--- src/rtl/drr_pkg.sv ---
package drr_pkg;

    typedef enum logic [2:0] {
        ST_IDLE   = 3'd0,
        ST_OPCODE = 3'd1,
        ST_ADDR   = 3'd2,
        ST_DUMMY  = 3'd3,
        ST_TURN   = 3'd4,
        ST_STREAM = 3'd5,
        ST_IGNORE = 3'd6
    } drr_phase_t;

    localparam int BYTE_W   = 8;
    localparam int PAIR_CNT = BYTE_W / 2;

endpackage

--- src/rtl/drr_sync.sv ---
module drr_sync #(
    parameter int STAGES = 2
) (
    input  logic clk,
    input  logic rst_n,
    input  logic sck,
    input  logic cs_n,
    input  logic io0_in,
    output logic sck_rise,
    output logic sck_fall,
    output logic cs_act,
    output logic mosi
);
    localparam int TOP = STAGES - 1;

    logic [STAGES-1:0] sck_pipe;
    logic [STAGES-1:0] cs_pipe;
    logic [STAGES-1:0] dat_pipe;
    logic              sck_last;

    always_ff @(posedge clk) begin
        if (!rst_n) begin
            sck_pipe <= '0;
            cs_pipe  <= '1;
            dat_pipe <= '0;
            sck_last <= 1'b0;
        end else begin
            sck_pipe <= {sck_pipe[STAGES-2:0], sck};
            cs_pipe  <= {cs_pipe[STAGES-2:0], cs_n};
            dat_pipe <= {dat_pipe[STAGES-2:0], io0_in};
            sck_last <= sck_pipe[TOP];
        end
    end

    assign sck_rise = sck_pipe[TOP] & ~sck_last;
    assign sck_fall = ~sck_pipe[TOP] & sck_last;
    assign cs_act   = ~cs_pipe[TOP];
    assign mosi     = dat_pipe[TOP];

endmodule

--- src/rtl/drr_store.sv ---
module drr_store #(
    parameter int AW = 6,
    parameter int DW = 8
) (
    input  logic          clk,
    input  logic          we,
    input  logic [AW-1:0] waddr,
    input  logic [DW-1:0] wdata,
    input  logic [AW-1:0] raddr,
    output logic [DW-1:0] rdata
);
    localparam int DEPTH = 1 << AW;

    logic [DW-1:0] cells [DEPTH];

    always_ff @(posedge clk) begin
        if (we) begin
            cells[waddr] <= wdata;
        end
    end

    assign rdata = cells[raddr];

endmodule

--- src/rtl/drr_seq.sv ---
module drr_seq
    import drr_pkg::*;
#(
    parameter int          AW         = 6,
    parameter int          ADDR_BITS  = 24,
    parameter int          DUMMY_CLKS = 8,
    parameter logic [7:0]  CMD_CODE   = 8'h3B
) (
    input  logic              clk,
    input  logic              rst_n,
    input  logic              cs_act,
    input  logic              sck_rise,
    input  logic              sck_fall,
    input  logic              mosi,
    input  logic [BYTE_W-1:0] rd_byte,
    output logic [AW-1:0]     rd_idx,
    output drr_phase_t        phase,
    output logic              drv_io0,
    output logic              drv_io1,
    output logic              drv_en
);
    localparam int CNT_MAX = (ADDR_BITS > DUMMY_CLKS) ? ADDR_BITS : DUMMY_CLKS;
    localparam int CW      = $clog2(CNT_MAX + 1);
    localparam int SH      = (AW > BYTE_W - 1) ? AW : BYTE_W - 1;
    localparam int PW      = $clog2(PAIR_CNT);

    drr_phase_t        state, state_nx;
    logic [CW-1:0]     cnt;
    logic [SH-1:0]     shreg;
    logic [AW-1:0]     idx;
    logic [BYTE_W-1:0] dbuf;
    logic [PW-1:0]     pair;

    // next-state decode
    always_comb begin
        state_nx = state;
        if (!cs_act) begin
            state_nx = ST_IDLE;
        end else begin
            unique case (state)
                ST_IDLE:   state_nx = ST_OPCODE;
                ST_OPCODE: begin
                    if (sck_rise && cnt == CW'(BYTE_W - 1)) begin
                        state_nx = ({shreg[BYTE_W-2:0], mosi} == CMD_CODE) ? ST_ADDR : ST_IGNORE;
                    end
                end
                ST_ADDR: begin
                    if (sck_rise && cnt == CW'(ADDR_BITS - 1)) state_nx = ST_DUMMY;
                end
                ST_DUMMY: begin
                    if (sck_rise && cnt == CW'(DUMMY_CLKS - 1)) state_nx = ST_TURN;
                end
                ST_TURN: begin
                    if (sck_fall) state_nx = ST_STREAM;
                end
                ST_STREAM: state_nx = ST_STREAM;
                ST_IGNORE: state_nx = ST_IGNORE;
                default:   state_nx = ST_IDLE;
            endcase
        end
    end

    // state register
    always_ff @(posedge clk) begin
        if (!rst_n) begin
            state <= ST_IDLE;
        end else begin
            state <= state_nx;
        end
    end

    // outputs and datapath
    always_ff @(posedge clk) begin
        if (!rst_n) begin
            cnt     <= '0;
            shreg   <= '0;
            idx     <= '0;
            dbuf    <= '0;
            pair    <= '0;
            drv_io0 <= 1'b0;
            drv_io1 <= 1'b0;
            drv_en  <= 1'b0;
        end else begin
            drv_en <= (state_nx == ST_STREAM);
            if (!cs_act || state == ST_IDLE) begin
                cnt  <= '0;
                pair <= '0;
            end else begin
                unique case (state)
                    ST_OPCODE, ST_ADDR: begin
                        if (sck_rise) begin
                            shreg <= {shreg[SH-2:0], mosi};
                            cnt   <= (state_nx != state) ? '0 : cnt + 1'b1;
                            if (state == ST_ADDR && state_nx == ST_DUMMY) begin
                                idx <= {shreg[AW-2:0], mosi};
                            end
                        end
                    end
                    ST_DUMMY: begin
                        if (sck_rise) cnt <= cnt + 1'b1;
                    end
                    ST_TURN, ST_STREAM: begin
                        if (sck_fall) begin
                            if (state == ST_TURN || pair == '0) begin
                                {drv_io1, drv_io0} <= rd_byte[BYTE_W-1 -: 2];
                                dbuf               <= {rd_byte[BYTE_W-3:0], 2'b00};
                                idx                <= idx + 1'b1;
                                pair               <= PW'(1);
                            end else begin
                                {drv_io1, drv_io0} <= dbuf[BYTE_W-1 -: 2];
                                dbuf               <= {dbuf[BYTE_W-3:0], 2'b00};
                                pair               <= pair + 1'b1;
                            end
                        end
                    end
                    ST_IDLE, ST_IGNORE: begin
                        cnt <= '0;
                    end
                    default: cnt <= '0;
                endcase
            end
        end
    end

    assign rd_idx = idx;
    assign phase  = state;

endmodule

--- src/rtl/dual_read_responder.sv ---
module dual_read_responder
    import drr_pkg::*;
#(
    parameter int         MEM_AW     = 6,
    parameter int         ADDR_BITS  = 24,
    parameter int         DUMMY_CLKS = 8,
    parameter int         SYNC_STG   = 2,
    parameter logic [7:0] CMD_CODE   = 8'h3B
) (
    input  logic              clk,
    input  logic              rst_n,
    input  logic              cs_n,
    input  logic              sck,
    input  logic              io0_in,
    output logic              io0_out,
    output logic              io0_oe,
    output logic              io1_out,
    output logic              io1_oe,
    input  logic              pre_we,
    input  logic [MEM_AW-1:0] pre_addr,
    input  logic [7:0]        pre_data
);
    logic              sck_rise, sck_fall, cs_act, mosi;
    logic [MEM_AW-1:0] rd_idx;
    logic [BYTE_W-1:0] rd_byte;
    drr_phase_t        phase;
    logic              drv_en;

    drr_sync #(.STAGES(SYNC_STG)) u_sync (
        .clk      (clk),
        .rst_n    (rst_n),
        .sck      (sck),
        .cs_n     (cs_n),
        .io0_in   (io0_in),
        .sck_rise (sck_rise),
        .sck_fall (sck_fall),
        .cs_act   (cs_act),
        .mosi     (mosi)
    );

    drr_store #(.AW(MEM_AW), .DW(BYTE_W)) u_store (
        .clk   (clk),
        .we    (pre_we),
        .waddr (pre_addr),
        .wdata (pre_data),
        .raddr (rd_idx),
        .rdata (rd_byte)
    );

    drr_seq #(
        .AW         (MEM_AW),
        .ADDR_BITS  (ADDR_BITS),
        .DUMMY_CLKS (DUMMY_CLKS),
        .CMD_CODE   (CMD_CODE)
    ) u_seq (
        .clk      (clk),
        .rst_n    (rst_n),
        .cs_act   (cs_act),
        .sck_rise (sck_rise),
        .sck_fall (sck_fall),
        .mosi     (mosi),
        .rd_byte  (rd_byte),
        .rd_idx   (rd_idx),
        .phase    (phase),
        .drv_io0  (io0_out),
        .drv_io1  (io1_out),
        .drv_en   (drv_en)
    );

    assign io0_oe = drv_en;
    assign io1_oe = drv_en;

endmodule

--- config.mk ---
export PLATFORM = sky130hd
export DESIGN_NAME = dual_read_responder
export DESIGN_NICKNAME = d
export VERILOG_FILES = /design/src/rtl/drr_pkg.sv /design/src/rtl/drr_sync.sv /design/src/rtl/drr_store.sv /design/src/rtl/drr_seq.sv /design/src/rtl/dual_read_responder.sv
export SDC_FILE = /design/constraint.sdc
export NUM_CORES = 1
export LEC_CHECK = 0
export BUFFER_PORTS_ARGS = -buffer_cell sky130_fd_sc_hd__buf_2
export CAP_MARGIN = 20
export CORE_MARGIN = 2
export CORE_UTILIZATION = 30
export DETAILED_ROUTE_END_ITERATION = 10
export SLEW_MARGIN = 20
export SYNTH_ARGS = -nofsm -noshare
export SYNTH_HDL_FRONTEND = slang
export SYNTH_SLANG_ARGS = --single-unit
--- constraint.sdc ---
create_clock -name clk -period 5.6 [get_ports clk]
set_input_delay 0.56 -clock clk [delete_from_list [all_inputs] [get_ports clk]]
set_output_delay 0.56 -clock clk [all_outputs]
set_load 0.1 [all_outputs]
==> out/results.txt <==
EDFF count, synth: 512
Share of post-route cells with drive strength above 1: 24.32%
Fin nets: 1,156
Die Width: 274.0 um
Min Tclk post-route: 3.112 ns
Hpwl dp: 30,310 um
Fillcell total: 6,719
Cell Area, Synth: 0.02186 sq mm
Final Hold Fails: 0
P&R area growth vs syn: 13.60%
Placed cells: 2,025
Detailed Route Iter0 Violations: 984
ANT nets after route: 0
Initial antenna violation count: 7
First-pass GRT wire length: 72,620 um
Unrepaired setup endpoints after global routing: false
Crit path capture type: flop
Starting density of the core: 30.43%
Max-cap violations: 0
Peak Freq: 321.3 MHz
Avg WL per Cell: 23.00 um
Worst slew pin tran: 1.109 ns
Synth area leader: edfxtp_1
CTS clk-pin slew, worst paths: 0.06 ns
Top FF cell, synth: edfxtp_1
Drt first pass iters: 5
Max Slew Vio Count: 0
CTS max path bufs: 3
CP Launch Type: flop
Place WS: 2.508 ns
IO Pins: 24
Finished Layout Cells: 2,131
Synth area leaders: edfxtp_1 (70%), mux4_2 (15%), dfxtp_1 (4.1%)
CTS tree: done
Worst hold start: cs_n
CTS Buf Count: 56
Cts hold-fix bufs: 0
Mapped Nets: 1,121
Total clock sinks: 557
Final period utilization: 55.58%
Vias in the first global route: 10,790
Clock latency on the worst-skew pair: 0.64 ns
Fin util: 34.57%
Hold_ws: 0.1553 ns
Post-CTS Setup Bufs: 0
Post-synth ARST share: 0%
Port Buffers: 23
Rows: 98
GRT Residual Overflow: 0
Status: finished clean
Mapped Avg Cell Area: 19.91 sq um
Yosys top cell area share: 70.32%
Final setup violation count: 0
Rel. slew slack: 26.05%
Worst setup margin: 2.488 ns
Post-Route WL: 49,000 um
Seq/Total Area, Yosys: 74.44%
Max Clock Skew: 0.05596 ns
Worst Path Max Fanout: 30
Die area: 0.07505 sq mm
Worst vdd ir: 257.8 uV
Setup TNS: 0 ns
Core region area: 0.07185 sq mm
Largest net degree at the start of global routing: 65
Top cells by count, synth: edfxtp_1 (512), mux4_2 (150), nor2_1 (93)
Via Count: 10,716
CTS resizes: 0
Overall Global Routing Usage: 13.11%
Synth Register Bits: 557
Pwr Density: 336.1 mW/mm^2
Netlist cell types: 54
RePlAce Congestion: 0.8035
Pleak: 7.382 nW
Syn. warnings: 0
H-tree lvl count: 2
CP required: 6.07 ns
Most common cell in the synthesized netlist: edfxtp_1
HP Class: input pin to flop
Crit Path Category: flop to flop
Residual DRC: 0
Die Y: 274.0 um
Drt via density: 5.029
Clock Tree Root: clkbuf_16
Mapped Cells: 1,098
Crit path arrival time: 3.59 ns
cell families after synthesis:
family                     synth area share, %
DFF                                      74.44
and+or+nand+nor                          4.235
muxes                                    16.58
AOI/OAI and AO/OA                        3.010
buffers and inverters                    1.522
adders and majority gates               0.1717
xor gates and xnor gates               0.04007
area by class of cell:
| cell class | count | area [sq um] | area share, % |
|---|---|---|---|
| antenna | 1 | 2.502 | 0.01008 |
| timing repair buffer | 36 | 260.3 | 1.048 |
| multi-input combinational | 473 | 5260 | 21.18 |
| inverter | 9 | 33.78 | 0.1360 |
| sequential | 557 | 16290 | 65.57 |
| tap | 950 | 1189 | 4.786 |
| clock buffer | 65 | 1435 | 5.778 |
| clock inverter | 40 | 370.4 | 1.491 |
critical path: stages, from the launching register on:
cell	delay (ns)
dfxtp_4	0.77
buf_4	0.52
mux4_2	0.58
mux4_2	0.51
o2111ai_1	0.22
nor2_1	0.06
a311o_1	0.27
metal layers:
layer	vias up	wire length [um]	GRT usage, %
li1	4587	-	-
met1	5667	21230	18.16
met2	364	22940	20.41
met3	88	3718	3.450
met4	10	1049	3.561
met5	-	61	0
metrics by stage:
step                total power (W)  area (sq um)
floorplan                  0.004701         21860
global placement           0.004784         22980
detailed placement         0.004792         23020
CTS                        0.008428         24830
global route               0.008594         24840
finish                     0.008348         24840
registers in the layout, summed over array words and instances, names as in the netlist, 2 cells and up, named ones only:
| name | count |
|---|---|
| u_seq.pair | 2 |
| u_seq.shreg | 7 |
| u_sync.cs_pipe | 2 |
| u_seq.dbuf | 6 |
| u_seq.rd_idx | 6 |
| u_seq.phase | 3 |
| u_seq.cnt | 5 |
| u_sync.sck_pipe | 2 |
| u_sync.dat_pipe | 2 |
| u_store.cells | 512 |
cells in the final DEF, fill, tap and decap left out, types with 16 or more instances in the layout:
master     count
dfxtp_1       42
nand3_1       17
mux4_2       150
mux2i_1       19
a21oi_1       48
buf_2         19
clkinv_1      16
nor2_1        93
nand2_1       16
clkbuf_16     56
edfxtp_1     512
path summary, 6_finish.rpt:
check / to / slack, ns / depth (start not counted)
worst max-delay path: u_seq.dbuf[2] / 2.49 / 6
worst min-delay path: u_sync.cs_pipe[0] / 0.16 / 2
worst max register to register: u_seq.dbuf[2] / 2.49 / 6
worst min register to register: u_sync.cs_pipe[1] / 0.44 / 1
report_power, final:
part	leakage [nW]	internal, W	switching [W]
clock network	0.876	0.00204	0.00161
registers	4.97	0.00456	0.00000788
logic	1.53	0.0000259	0.000104
total	7.38	0.00663	0.00172
No activity file was read; power rests on OpenSTA's default activity.
